<file path="src/rtl/cs_ctrl_pkg.sv">
package cs_ctrl_pkg;
  parameter int unsigned CS_LINES = 8;
  parameter int unsigned REG_AW   = 2;
  localparam logic [REG_AW-1:0] ADDR_SETUP = 2'd0;
  localparam logic [REG_AW-1:0] ADDR_DRIVE = 2'd1;
endpackage

</file>
<file path="src/rtl/cs_setup_reg.sv">
module cs_setup_reg #(
  parameter int unsigned NUM_LINES = 8,
  localparam int unsigned DW = 2 * NUM_LINES
) (
  input  logic                 clk_i,
  input  logic                 rst_ni,
  input  logic                 wr_i,
  input  logic [DW-1:0]        wdata_i,
  output logic [NUM_LINES-1:0] own_o,
  output logic [NUM_LINES-1:0] inv_o
);
  always_ff @(posedge clk_i or negedge rst_ni) begin
    if (!rst_ni) begin
      own_o <= '0;
      inv_o <= '0;
    end else if (wr_i) begin
      own_o <= wdata_i[DW-1:NUM_LINES];
      inv_o <= wdata_i[NUM_LINES-1:0];
    end
  end
endmodule

</file>
<file path="src/rtl/cs_drive_reg.sv">
module cs_drive_reg #(
  parameter int unsigned NUM_LINES = 8
) (
  input  logic                 clk_i,
  input  logic                 rst_ni,
  input  logic                 wr_i,
  input  logic [NUM_LINES-1:0] set_i,
  input  logic [NUM_LINES-1:0] clr_i,
  output logic [NUM_LINES-1:0] lvl_o
);
  for (genvar n = 0; n < NUM_LINES; n++) begin : g_line
    always_ff @(posedge clk_i or negedge rst_ni) begin
      if (!rst_ni)                lvl_o[n] <= 1'b1;
      else if (wr_i && set_i[n])  lvl_o[n] <= 1'b1; // set wins
      else if (wr_i && clr_i[n])  lvl_o[n] <= 1'b0;
    end
  end
endmodule

</file>
<file path="src/rtl/cs_pin_mux.sv">
module cs_pin_mux #(
  parameter int unsigned NUM_LINES = 8
) (
  input  logic [NUM_LINES-1:0] own_i,
  input  logic [NUM_LINES-1:0] inv_i,
  input  logic [NUM_LINES-1:0] lvl_i,
  input  logic [NUM_LINES-1:0] hw_cs_i,
  output logic [NUM_LINES-1:0] pin_o
);
  for (genvar n = 0; n < NUM_LINES; n++) begin : g_pin
    assign pin_o[n] = (own_i[n] ? hw_cs_i[n] : lvl_i[n]) ^ inv_i[n];
  end
endmodule

</file>
<file path="src/rtl/cs_out_ctrl.sv">
module cs_out_ctrl
  import cs_ctrl_pkg::*;
#(
  parameter int unsigned NUM_LINES = CS_LINES,
  localparam int unsigned DW = 2 * NUM_LINES
) (
  input  logic                 clk_i,
  input  logic                 rst_ni,
  input  logic                 wr_en_i,
  input  logic [REG_AW-1:0]    addr_i,
  input  logic [DW-1:0]        wdata_i,
  output logic [DW-1:0]        rdata_o,
  input  logic [NUM_LINES-1:0] hw_cs_i,
  output logic [NUM_LINES-1:0] pins_o
);
  logic                 setup_wr, drive_wr;
  logic [NUM_LINES-1:0] own_q, inv_q, lvl_q;

  assign setup_wr = wr_en_i && (addr_i == ADDR_SETUP);
  assign drive_wr = wr_en_i && (addr_i == ADDR_DRIVE);

  cs_setup_reg #(.NUM_LINES(NUM_LINES)) u_setup (
    .clk_i  (clk_i),
    .rst_ni (rst_ni),
    .wr_i   (setup_wr),
    .wdata_i(wdata_i),
    .own_o  (own_q),
    .inv_o  (inv_q)
  );

  cs_drive_reg #(.NUM_LINES(NUM_LINES)) u_drive (
    .clk_i  (clk_i),
    .rst_ni (rst_ni),
    .wr_i   (drive_wr),
    .set_i  (wdata_i[DW-1:NUM_LINES]),
    .clr_i  (wdata_i[NUM_LINES-1:0]),
    .lvl_o  (lvl_q)
  );

  cs_pin_mux #(.NUM_LINES(NUM_LINES)) u_mux (
    .own_i  (own_q),
    .inv_i  (inv_q),
    .lvl_i  (lvl_q),
    .hw_cs_i(hw_cs_i),
    .pin_o  (pins_o)
  );

  // drive register is write-only
  always_comb begin
    rdata_o = '0;
    if (addr_i == ADDR_SETUP) rdata_o = {own_q, inv_q};
  end
endmodule

</file>
<file path="config.mk">
export PLATFORM = sky130hd
export DESIGN_NAME = cs_out_ctrl
export DESIGN_NICKNAME = d
export VERILOG_FILES = /design/src/rtl/cs_ctrl_pkg.sv /design/src/rtl/cs_setup_reg.sv /design/src/rtl/cs_drive_reg.sv /design/src/rtl/cs_pin_mux.sv /design/src/rtl/cs_out_ctrl.sv
export SDC_FILE = /design/constraint.sdc
export NUM_CORES = 1
export LEC_CHECK = 0
export BUFFER_PORTS_ARGS = -buffer_cell sky130_fd_sc_hd__buf_2
export CAP_MARGIN = 30
export CELL_PAD_IN_SITES_DETAIL_PLACEMENT = 0
export CELL_PAD_IN_SITES_GLOBAL_PLACEMENT = 1
export CORE_MARGIN = 2
export CORE_UTILIZATION = 33
export CTS_CLUSTER_SIZE = 40
export DETAILED_ROUTE_END_ITERATION = 16
export PLACE_DENSITY = 0.76
export SETUP_SLACK_MARGIN = 0.02
export SYNTH_ARGS = -nofsm -noshare
export SYNTH_HDL_FRONTEND = slang
export SYNTH_SLANG_ARGS = --single-unit
</file>
<file path="constraint.sdc">
create_clock -name clk_i -period 1 [get_ports clk_i]
set_clock_uncertainty 0.15 [all_clocks]
set_input_delay 0.1 -clock clk_i [delete_from_list [all_inputs] [get_ports clk_i]]
set_output_delay 0.1 -clock clk_i [all_outputs]
set_load 0.05 [all_outputs]
</file>
# Yosys cells after proc, flatten, opt, wreduce, memory -nomap -nowiden
# Index checks and enable logic that the tools add are counted.
dict set report op_classes {
  n_bitwise 8
  n_reduce_logical 27
  n_eq_ne 1
  mux 25
}
# cell n
set op_table {}
lappend op_table {{$mux W1} 24}
lappend op_table {{$logic_and A1 B1 Y1} 18}
lappend op_table {{$mux W16} 1}
lappend op_table {{$reduce_bool A2 Y1} 8}
lappend op_table {{$xor A1 B1 Y1} 8}
lappend op_table {{$eq A2 B1 Y1 const B} 1}
lappend op_table {{$logic_not A2 Y1} 1}
dict set report totals {
  in_bits 29
  regBits 24
  out_inout_bits 24
  elab_cells 71
}

# Logic depth before layout (Yosys ltp)
# Gate-level depths: netlist of run 1.
dict set report depth {
  depth_word 5
  mapped_depth 4
}

# Cells and area by module
# A second synthesis of run 1 with hierarchy kept.
dict set report hier_totals {
  hier_cells 98
  hier_area_um2 1395.1
}
# mod area_per_inst_um2 cells_each n_inst
set modules_own_cells {}
lappend modules_own_cells {cs_setup_reg 649.4 34 1}
lappend modules_own_cells {cs_drive_reg 354.1 26 1}
lappend modules_own_cells {cs_out_ctrl 241.5 22 1}
lappend modules_own_cells {cs_pin_mux 150.1 16 1}

# Worst setup path after synthesis of run 1
# No wires, ideal clock.
dict set report synth_timing {
  path_kind {flip-flop to output port}
  from {register u_drive.lvl_o[0]}
  to {output pins_o[0]}
  path_slack_ps -653
  arrival_time_ps 1403
  path_stages_with_launch 3
  required_time_ps 750
  cell_sequence {dfstp_2 mux2i_1 xnor2_1}
}
dict set report synth_between {
  elab_chain_len 2
}
# element line_no
set synth_rtl {}
lappend synth_rtl {{from (decl)} cs_drive_reg.sv:9} ;# output logic [NUM_LINES-1:0] lvl_o
lappend synth_rtl {{from (signal, indexed assignment)} cs_drive_reg.sv:13} ;# if (!rst_ni) lvl_o[n] <= 1'b1;
lappend synth_rtl {{from (signal, indexed assignment)} cs_drive_reg.sv:14} ;# else if (wr_i && set_i[n]) lvl_o[n] <= 1'b1;
lappend synth_rtl {{from (signal, indexed assignment)} cs_drive_reg.sv:15} ;# else if (wr_i && clr_i[n]) lvl_o[n] <= 1'b0;
lappend synth_rtl {{$mux W1} cs_pin_mux.sv:11} ;# assign pin_o[n] = (own_i[n] ? hw_cs_i[n] : lvl_i[n]) ^ inv_i[n];
lappend synth_rtl {{$xor A1 B1 Y1} cs_pin_mux.sv:11}
lappend synth_rtl {{to (decl)} cs_out_ctrl.sv:14} ;# output logic [NUM_LINES-1:0] pins_o
# Every way passes these cells.

# Worst setup path in the final report of run 1
dict set report layout_timing {
  from {register u_setup.own_o[2]}
  to {output pins_o[2]}
}
dict set report layout_between {
  elab_chain_len 2
}
# element line_no
set layout_rtl {}
lappend layout_rtl {{from (decl)} cs_setup_reg.sv:9} ;# output logic [NUM_LINES-1:0] own_o,
lappend layout_rtl {{from (signal assigned)} cs_setup_reg.sv:17} ;# own_o <= wdata_i[DW-1:NUM_LINES];
lappend layout_rtl {{$mux W1} cs_pin_mux.sv:11}
lappend layout_rtl {{$xor A1 B1 Y1} cs_pin_mux.sv:11}
# Every way passes these cells.

==> results of run 1 <==
## synthesized netlist by cell type
cell type and count:
xnor2_1 8, buf_2 1, buf_6 3, nand4b_1 8, nor2_1 1, mux2_2 16, dfstp_2 8, a22o_2 8
dfrtp_1 16, and2_1 16, nor3b_4 1, mux2i_1 8, clkbuf_1 2, and3b_2 1
## critical path, stage by stage, from the launching register on
cell	delay, ns
dfrtp_1	0.43
mux2i_4	0.31
xnor2_4	0.14
buf_6	0.17
## stage by stage
| stage | setup slack [ns] | TNS (ns) | cell area [um^2] | utilization [%] | hold WS [ns] |
|---|---|---|---|---|---|
| 3_3_place_gp | -0.351 | -12.13 | 2120 | 57.6 | -0.0365 |
| 6_report | -0.557 | -10.54 | 2520 | 68.5 | -0.0677 |
| 5_1_grt | -0.626 | -11.97 | 2520 | 68.5 | -0.0779 |
| 3_5_place_dp | -0.382 | -13.28 | 2120 | 57.6 | -0.0294 |
| 2_1_floorplan | -0.298 | -5.99 | 1690 | - | -0.346 |
| 4_1_cts | -0.574 | -10.55 | 2440 | 66.1 | -0.0783 |
## layer usage
layer  vias up  part of all wire (%)  global-route usage, %
met5         -                     0                      0
met4         0                   1.0                   4.85
met3         6                   6.0                   4.26
met2        33                    51                   29.2
met1       544                    42                   22.1
li1        514                     -                      -
## logic make-up (layout without fill, tap and decap cells)
kind of cell / Yosys count / in the layout
xor gates and xnor gates: 8 / 8
and+or+nand+nor: 27 / 27
buffers and inverters: 6 / 89
muxes: 24 / 24
DFF: 24 / 24
AOI/OAI and AO/OA: 8 / 8
## registers in the layout (all words and copies together) (netlist names)
| name | flops |
|---|---|
| u_drive.lvl_o | 8 |
| u_setup.inv_o | 8 |
| u_setup.own_o | 8 |
## report_power, final
group | switching (mW) | internal (mW)
sequential | 0.287 | 1.22
combinational | 1.14 | 1.45
clock | 0.295 | 0.351
total | 1.72 | 3.03
## worst max-delay path by stage
| stage | start | to | slack, ns | depth (start not counted) |
|---|---|---|---|---|
| floorplan | wr_en_i | u_setup.inv_o[1]$_DFFE_PN0P_ | -0.30 | 4 |
| global placement | u_setup.own_o[0]$_DFFE_PN0P_ | pins_o[0] | -0.35 | 3 |
| detailed placement | u_setup.own_o[1]$_DFFE_PN0P_ | pins_o[1] | -0.38 | 3 |
| CTS | u_setup.own_o[1]$_DFFE_PN0P_ | pins_o[1] | -0.57 | 3 |
| global route | u_setup.own_o[0]$_DFFE_PN0P_ | pins_o[0] | -0.63 | 3 |
| finish | u_setup.own_o[2]$_DFFE_PN0P_ | pins_o[2] | -0.56 | 3 |
## repair_timing
item	4_1_cts	5_1_grt
hold buffers	2	1
hold endpoints to repair	40	22
setup endpoints to repair	40	62
gates cloned	0	0
gates resized for setup	76	21
pin swaps	9	2
setup buffers	2	6
## layout make-up
cell class / count / area share (%)
flip-flops and latches: 24 / 24.7
well taps: 48 / 2.38
multi-input cells: 67 / 40.1
repair buffers: 85 / 30.6
clock buffers: 4 / 2.18
==> flow_metrics.py, run 1 <==
metrics = {
    "outcome": {
        "outcome": "complete, but fails checks",
        "violations": "hold timing, setup timing",
    },
    "setup_path": {
        "worstPathMaxFanout": 2,
        "reg2reg_from": "u_setup.own_o[0]$_DFFE_PN0P_",
        "cp-end-kind": "output port",
        "reg2regPathDepth": 3,
        "reg2reg_slack_ns": -0.19,
        "cp-start-kind": "register",
        "criticalPathCategory": "register to output port",
        "r2r-end": "u_setup.own_o[0]$_DFFE_PN0P_",
        "crit_required_ns": 0.75,
        "critPathArrivalTime_ns": 1.31,
    },
    "yosys": {
        "avgSynthCellArea_um2": 13.1,
        "synth_compound_area_share_pct": 6.31,
        "yosysSeqAreaShare_pct": 48.1,
        "synthAdderAreaFrac_pct": 0,
        "synth_top_area_share_pct": 31.5,
        "yosys.area_share.simple_pct": 16.0,
        "synth_cell_types": 14,
        "yosys_warnings": 0,
        "ys_ff_latch": 24,
        "syn_nets": 126,
        "synthMuxAreaShare_pct": 20.5,
        "netlist_instances": 97,
        "yosysTopAreaCell": "dfrtp_1",
        "synthXorXnorAreaFrac_pct": 5.52,
        "synth_top_family_by_area": "multiplexers",
        "synth_area_um2": 1270,
        "yosys-top-cells-area": "dfrtp_1 32%, dfstp_2 17%, mux2_2 14%, and2_1 7.9%, a22o_2 6.3%",
    },
    "grt": {
        "antenna_found_initial": 0,
        "grt_max_degree": 25,
        "grt_pass1_wl_um": 5690,
        "grt.total_usage_pct": 17.3,
        "overflow": 0,
        "grt_pass1_vias": 1175,
    },
    "worst_hold_path": {
        "hold_class": "input port to register",
        "hold_start": "wdata_i[9]",
        "hold_path_end": "u_drive.lvl_o[1]$_DFFE_PN1P_",
        "min_path_cells": 2,
    },
    "floorplan": {
        "initial_utilization_pct": 34.4,
        "die-width_um": 66.0,
        "dieHeight_um": 66.0,
        "io_pins": 53,
        "coreArea_um2": 3690,
        "placementRows": 22,
        "fp.dieArea_um2": 4360,
    },
    "timing": {
        "tightestPinTransition_ns": 0.337,
        "min_period_ns": 1.56,
        "whs_ns": -0.0677,
        "max_freq_mhz": 642,
        "slew_violations": 0,
        "finalCritPeriodShare_pct": 156,
        "setup_violations": 34,
        "max_slew_margin_pct": 77.5,
        "rsz0062_at_grt": "yes",
        "setup_slack_ns": -0.557,
        "hold_viol_final": 20,
    },
    "clocking": {
        "cts_buffers": 3,
        "cts_sinks": 24,
        "htreeDepth": 1,
        "cts_root_buf": "clkbuf_8",
        "tritoncts": "done",
        "cts_buffer_depth": 2,
        "clk_latency_ns": 0.26,
        "clkTransAtPathRegs_ns": 0.08,
    },
    "cells_and_area": {
        "final_cell_mix": "34 x buf_6, 26 x buf_2, 16 x and2_4, 13 x mux2_4, 13 x buf_4",
        "fill_cells": 289,
        "stdcell_count": 228,
        "nNetsFinal": 210,
        "final_common_cell": "buf_6",
        "ff_latch_area_um2": 624,
        "diodes": 0,
        "multi_input_area_um2": 1010,
        "area_growth_pct": 98.8,
        "drive_gt1_share_pct": 91.1,
    },
    "power": {
        "fin_total_pwr_mw": 4.75,
        "p_leak_nw": 1.12,
        "pwr_density_cell_nw_per_um2": 1880,
        "vdd_drop_max_mv": 0.821,
    },
    "placed_design": {
        "place_inst": 217,
        "gp_congestion": 0.737,
        "dp_hpwl_um": 2530,
        "port-buffer-count": 52,
    },
    "job": {
        "max_cap_viol_count": 0,
    },
    "routing": {
        "wirelength_um": 3490,
        "drc_errors": 0,
        "wire_per_inst_um": 15.3,
        "first_iter_violations": 24,
        "dr.pass1.iters": 4,
        "ant_nets": 0,
        "vias": 1097,
        "vias_per_cell": 4.81,
    },
}
Note: power is estimated with default switching activity, not from simulation.
==> run 2: changes to the inputs <==
--- a/config.mk
+++ b/config.mk
@@ -10,10 +10,10 @@
 export CELL_PAD_IN_SITES_DETAIL_PLACEMENT = 0
 export CELL_PAD_IN_SITES_GLOBAL_PLACEMENT = 1
 export CORE_MARGIN = 2
-export CORE_UTILIZATION = 33
+export CORE_UTILIZATION = 39
 export CTS_CLUSTER_SIZE = 40
 export DETAILED_ROUTE_END_ITERATION = 16
-export PLACE_DENSITY = 0.76
+export PLACE_DENSITY = 0.85
 export SETUP_SLACK_MARGIN = 0.02
 export SYNTH_ARGS = -nofsm -noshare
 export SYNTH_HDL_FRONTEND = slang
==> constraint.sdc (replaced) <==
create_clock -name clk_i -period 1.9 [get_ports clk_i]
set_clock_uncertainty 0.15 [all_clocks]
set_input_delay 0.19 -clock clk_i [delete_from_list [all_inputs] [get_ports clk_i]]
set_output_delay 0.19 -clock clk_i [all_outputs]
set_load 0.05 [all_outputs]
==> flow_metrics.py, run 2 (synthesized netlist as in run 1, its figures left out) <==
metrics = {
    "cells_and_area": {
        "diodes": 0,
        "top_regs": "u_drive.lvl_o: 8 flops, u_setup.inv_o: 8 flops, u_setup.own_o: 8 flops",
        "drive_gt1_share_pct": 56.2,
        "area_growth_pct": 40.4,
        "nNetsFinal": 199,
        "final_cell_mix": "52 x buf_2, 17 x dlygate4sd3_1, 16 x and2_1, 16 x mux2_2, 16 x dfrtp_1",
        "final_common_cell": "buf_2",
    },
    "clocking": {
        "cts_sinks": 24,
        "post_cts_buffers": 0,
        "tritoncts": "done",
        "clkTransAtPathRegs_ns": 0.13,
        "cts_buffer_depth": 2,
        "cts_buffers": 3,
        "cts_hold_buf": 17,
        "cts_resized": 0,
        "clk_latency_ns": 0.30,
        "htreeDepth": 1,
        "cts_root_buf": "clkbuf_4",
    },
    "power": {
        "vdd_drop_max_mv": 0.472,
        "p_leak_nw": 0.852,
        "pwr-share-seq_pct": 41.0,
        "swShare_pct": 40.7,
        "clkPwrFrac_pct": 15.2,
        "pwr_density_cell_nw_per_um2": 972,
        "combPwrFrac_pct": 43.8,
        "p_switching_uw": 706,
        "fin_total_pwr_mw": 1.73,
        "intPower_mw": 1.03,
    },
    "timing": {
        "tns_ns": 0,
        "min_period_ns": 1.72,
        "setup_violations": 0,
        "max_freq_mhz": 582,
        "tightestPinTransition_ns": 0.520,
        "finalCritPeriodShare_pct": 90.4,
        "rsz0062_at_grt": "no",
        "max_slew_margin_pct": 65.3,
        "slew_violations": 0,
        "hold_viol_final": 0,
    },
    "floorplan": {
        "coreArea_um2": 3080,
        "initial_utilization_pct": 41.3,
        "die-width_um": 61.1,
        "io_pins": 53,
        "fp.dieArea_um2": 3730,
        "placementRows": 20,
        "dieHeight_um": 61.1,
    },
    "outcome": {
        "outcome": "finished clean",
    },
    "setup_path": {
        "cp-end-kind": "output port",
        "path_cells": "mux2i_1 -> xnor2_1 -> buf_2",
        "worstPathMaxFanout": 3,
        "max_stage_delay_ns": 0.43,
        "crit_path_top_delay_cell": "dfrtp_1",
        "cp-start-kind": "register",
        "criticalPathCategory": "register to output port",
        "crit_required_ns": 1.56,
        "critPathArrivalTime_ns": 1.38,
        "crit_buf_inv": 1,
        "cp_top_family": "flip-flops",
    },
    "routing": {
        "drc_errors": 0,
        "wirelength_um": 2900,
        "dr_wl_met2_um": 1520,
        "vias_per_cell": 4.71,
        "ant_nets": 0,
        "vias": 1003,
        "wirelength_met1_um": 1230,
        "first_iter_violations": 13,
        "top_layer": "met3",
        "dr.pass1.iters": 4,
        "wire_per_inst_um": 13.6,
        "met3_length_um": 149,
    },
    "grt": {
        "overflow": 0,
        "grt_pass1_vias": 1006,
        "antenna_found_initial": 0,
        "grt.total_usage_pct": 16.8,
        "grt_max_degree": 25,
        "grt_pass1_wl_um": 4620,
    },
    "placed_design": {
        "gp_congestion": 0.711,
        "dp_hpwl_um": 2140,
        "port-buffer-count": 52,
    },
    "worst_hold_path": {
        "hold_class": "input port to register",
    },
    "job": {
        "max_cap_viol_count": 0,
    },
}
-- run 2: changes by cell type in the layout (fill, tap and decap cells not counted), moves of 8 or more --
| cell | change |
|---|---|
| buf_6 | -34 |
| buf_2 | +26 |
| and2_1 | +16 |
| and2_4 | -16 |
| dlygate4sd3_1 | +14 |
| mux2_2 | +13 |
| mux2_4 | -13 |
| dfrtp_1 | +11 |
| dfrtp_2 | -11 |
| buf_4 | -8 |
| mux2i_1 | +8 |
| mux2i_4 | -8 |
| xnor2_1 | +8 |
| xnor2_4 | -8 |
-- run 2: worst paths after layout --
kind                                         startpoint                            to  slack, ns  cells past startpoint
max                        u_setup.own_o[2]$_DFFE_PN0P_                     pins_o[2]       0.18                      3
min reg2reg                u_setup.own_o[1]$_DFFE_PN0P_  u_setup.own_o[1]$_DFFE_PN0P_       0.42                      1
max reg2reg                u_setup.own_o[2]$_DFFE_PN0P_  u_setup.own_o[2]$_DFFE_PN0P_       0.94                      1
max in group asynchronous                        rst_ni  u_drive.lvl_o[0]$_DFFE_PN1P_       0.99                      2
min in group asynchronous                        rst_ni  u_setup.own_o[3]$_DFFE_PN0P_       0.24                      2
min                                             wr_en_i  u_drive.lvl_o[2]$_DFFE_PN1P_       0.13                      3
-- run 2: final cells by class --
| class | instances | area, um^2 |
|---|---|---|
| Fill cell | 265 | 1290 |
| Multi-Input combinational cell | 67 | 613 |
| Sequential cell | 24 | 611 |
| Timing Repair Buffer | 74 | 468 |
| Tap cell | 44 | 55.1 |
| Clock buffer | 4 | 36.3 |
-- run 2: power groups by stage --
stage,Combinational [mW],Sequential (mW),Clock [mW]
after floorplan,0.584,0.697,0
after global placement,0.723,0.716,0
after detailed placement,0.737,0.721,0
after CTS,0.766,0.711,0.273
after global routing,0.805,0.727,0.295
final,0.760,0.710,0.263
-- run 2: through the flow --
step	utilization (%)	instance area, um^2	cells	hold slack, ns	worst slack, ns
CTS	57.9	1780	213	0.119	0.150
global placement	51.2	1580	192	0.0387	0.366
finish	57.9	1780	213	0.129	0.182
detailed placement	51.2	1580	192	0.0399	0.320
floorplan	-	1270	97	-0.256	0.157
global route	57.9	1780	213	0.136	0.0571
-- run 2: metal layers --
layer | GRT usage, % | up-vias
met2 | 29.8 | 38
met3 | 2.10 | 0
met4 | 4.66 | 0
met5 | 0 | -
met1 | 21.5 | 475
li1 | - | 490
==> run 3: changes to the inputs <==
--- a/config.mk
+++ b/config.mk
@@ -9,7 +9,6 @@
 export CAP_MARGIN = 30
 export CELL_PAD_IN_SITES_DETAIL_PLACEMENT = 0
 export CELL_PAD_IN_SITES_GLOBAL_PLACEMENT = 1
-export CORE_MARGIN = 2
 export CORE_UTILIZATION = 39
 export CTS_CLUSTER_SIZE = 40
 export DETAILED_ROUTE_END_ITERATION = 16
==> flow_metrics.py, run 3 (synthesized netlist as in run 1, its figures left out) <==
metrics = {
    "outcome": {
        "outcome": "finished clean",
    },
    "timing": {
        "setup_violations": 0,
        "finalCritPeriodShare_pct": 91.8,
        "max_slew_margin_pct": 64.6,
        "tns_ns": 0,
        "hold_viol_final": 0,
        "min_period_ns": 1.74,
        "slew_violations": 0,
        "max_freq_mhz": 573,
        "rsz0062_at_grt": "no",
        "tightestPinTransition_ns": 0.531,
    },
    "clocking": {
        "htreeDepth": 1,
        "clk_latency_ns": 0.30,
        "cts_buffers": 3,
        "post_cts_buffers": 0,
        "cts_buffer_depth": 2,
        "cts_root_buf": "clkbuf_4",
        "cts_resized": 0,
        "clkTransAtPathRegs_ns": 0.13,
        "tritoncts": "done",
        "cts_sinks": 24,
    },
    "grt": {
        "antenna_found_initial": 0,
        "grt_max_degree": 25,
        "grt_pass1_vias": 1023,
        "overflow": 0,
        "grt.total_usage_pct": 17.9,
        "grt_pass1_wl_um": 4620,
    },
    "cells_and_area": {
        "diodes": 0,
        "nNetsFinal": 197,
        "final_cell_mix": "52 x buf_2, 17 x dlygate4sd3_1, 16 x and2_1, 16 x mux2_2, 16 x dfrtp_1",
        "drive_gt1_share_pct": 55.7,
        "final_common_cell": "buf_2",
        "top_regs": "u_drive.lvl_o: 8 flops, u_setup.inv_o: 8 flops, u_setup.own_o: 8 flops",
        "area_growth_pct": 39.2,
    },
    "routing": {
        "vias_per_cell": 4.80,
        "first_iter_violations": 13,
        "wirelength_um": 2850,
        "vias": 1012,
        "dr.pass1.iters": 4,
        "drc_errors": 0,
        "ant_nets": 0,
        "wire_per_inst_um": 13.5,
    },
    "power": {
        "pwr_density_cell_nw_per_um2": 981,
        "vdd_drop_max_mv": 0.475,
        "fin_total_pwr_mw": 1.73,
        "p_leak_nw": 0.842,
    },
    "setup_path": {
        "criticalPathCategory": "register to output port",
        "crit_buf_inv": 1,
        "critPathArrivalTime_ns": 1.40,
        "cp_top_family": "flip-flops",
        "worstPathMaxFanout": 3,
        "cp-start-kind": "register",
        "crit_required_ns": 1.56,
        "cp-end-kind": "output port",
        "path_cells": "mux2i_1 -> xnor2_1 -> buf_2",
        "crit_path_top_delay_cell": "dfrtp_1",
        "max_stage_delay_ns": 0.41,
    },
    "floorplan": {
        "fp.dieArea_um2": 3490,
        "coreArea_um2": 3080,
        "initial_utilization_pct": 41.3,
        "io_pins": 53,
        "die-width_um": 59.1,
        "dieHeight_um": 59.1,
        "placementRows": 20,
    },
    "placed_design": {
        "port-buffer-count": 52,
        "gp_congestion": 0.737,
        "dp_hpwl_um": 1990,
    },
    "job": {
        "max_cap_viol_count": 0,
    },
    "worst_hold_path": {
        "hold_class": "input port to register",
    },
}
==> run 3: changes by cell type in the layout (fill, tap and decap cells not counted), sizes merged <==
cell / delta
buf: -2
==> run 3: what timing repair did <==
item | 4_1_cts | 5_1_grt
setup endpoints to repair | 0 | 0
hold buffers | 17 | 0
endpoints found under the hold margin | 40 | 0
==> run 3: power breakdown <==
group | leakage (nW) | switching [mW] | total [mW] | internal (mW)
logic | 0.547 | 0.483 | 0.758 | 0.275
registers | 0.273 | 0.0793 | 0.712 | 0.633
clock network | 0.0210 | 0.148 | 0.264 | 0.117
total | 0.842 | 0.710 | 1.73 | 1.02
==> run 3: routing by layer <==
| layer | routed length, um | track usage [%] | vias to the layer above |
|---|---|---|---|
| met3 | 96 | 2.18 | 2 |
| met5 | 0 | 0 | - |
| li1 | - | - | 489 |
| met4 | 14 | 7.14 | 0 |
| met2 | 1440 | 32.0 | 31 |
| met1 | 1300 | 21.9 | 490 |
==> run 3: through the flow <==
step / instances / cell area, um^2 / hold WS (ns) / setup WS (ns) / utilization, %
after floorplan: 97 / 1270 / -0.256 / 0.157 / -
after global placement: 190 / 1560 / 0.0412 / 0.369 / 50.7
after detailed placement: 190 / 1560 / 0.0519 / 0.331 / 50.7
after CTS: 211 / 1770 / 0.129 / 0.153 / 57.4
after global routing: 211 / 1770 / 0.130 / 0.0839 / 57.4
final: 211 / 1770 / 0.136 / 0.156 / 57.4
==> run 3: cell type report <==
type	instances	area, um^2
Multi-Input combinational cell	67	613
Fill cell	287	1310
Sequential cell	24	611
Clock buffer	4	36.3
Tap cell	44	55.1
Timing Repair Buffer	72	453
==> run 3: worst paths after layout <==
kind | startpoint | to | slack, ns | cells after the start
setup / recovery | u_setup.own_o[4]$_DFFE_PN0P_ | pins_o[4] | 0.16 | 3
hold / removal | wr_en_i | u_drive.lvl_o[5]$_DFFE_PN1P_ | 0.14 | 3
setup reg to reg | u_setup.own_o[1]$_DFFE_PN0P_ | u_setup.own_o[1]$_DFFE_PN0P_ | 0.95 | 1
hold reg to reg | u_setup.own_o[3]$_DFFE_PN0P_ | u_setup.own_o[3]$_DFFE_PN0P_ | 0.42 | 1
max in group asynchronous | rst_ni | u_drive.lvl_o[0]$_DFFE_PN1P_ | 1.01 | 2
min in group asynchronous | rst_ni | u_setup.own_o[3]$_DFFE_PN0P_ | 0.22 | 2
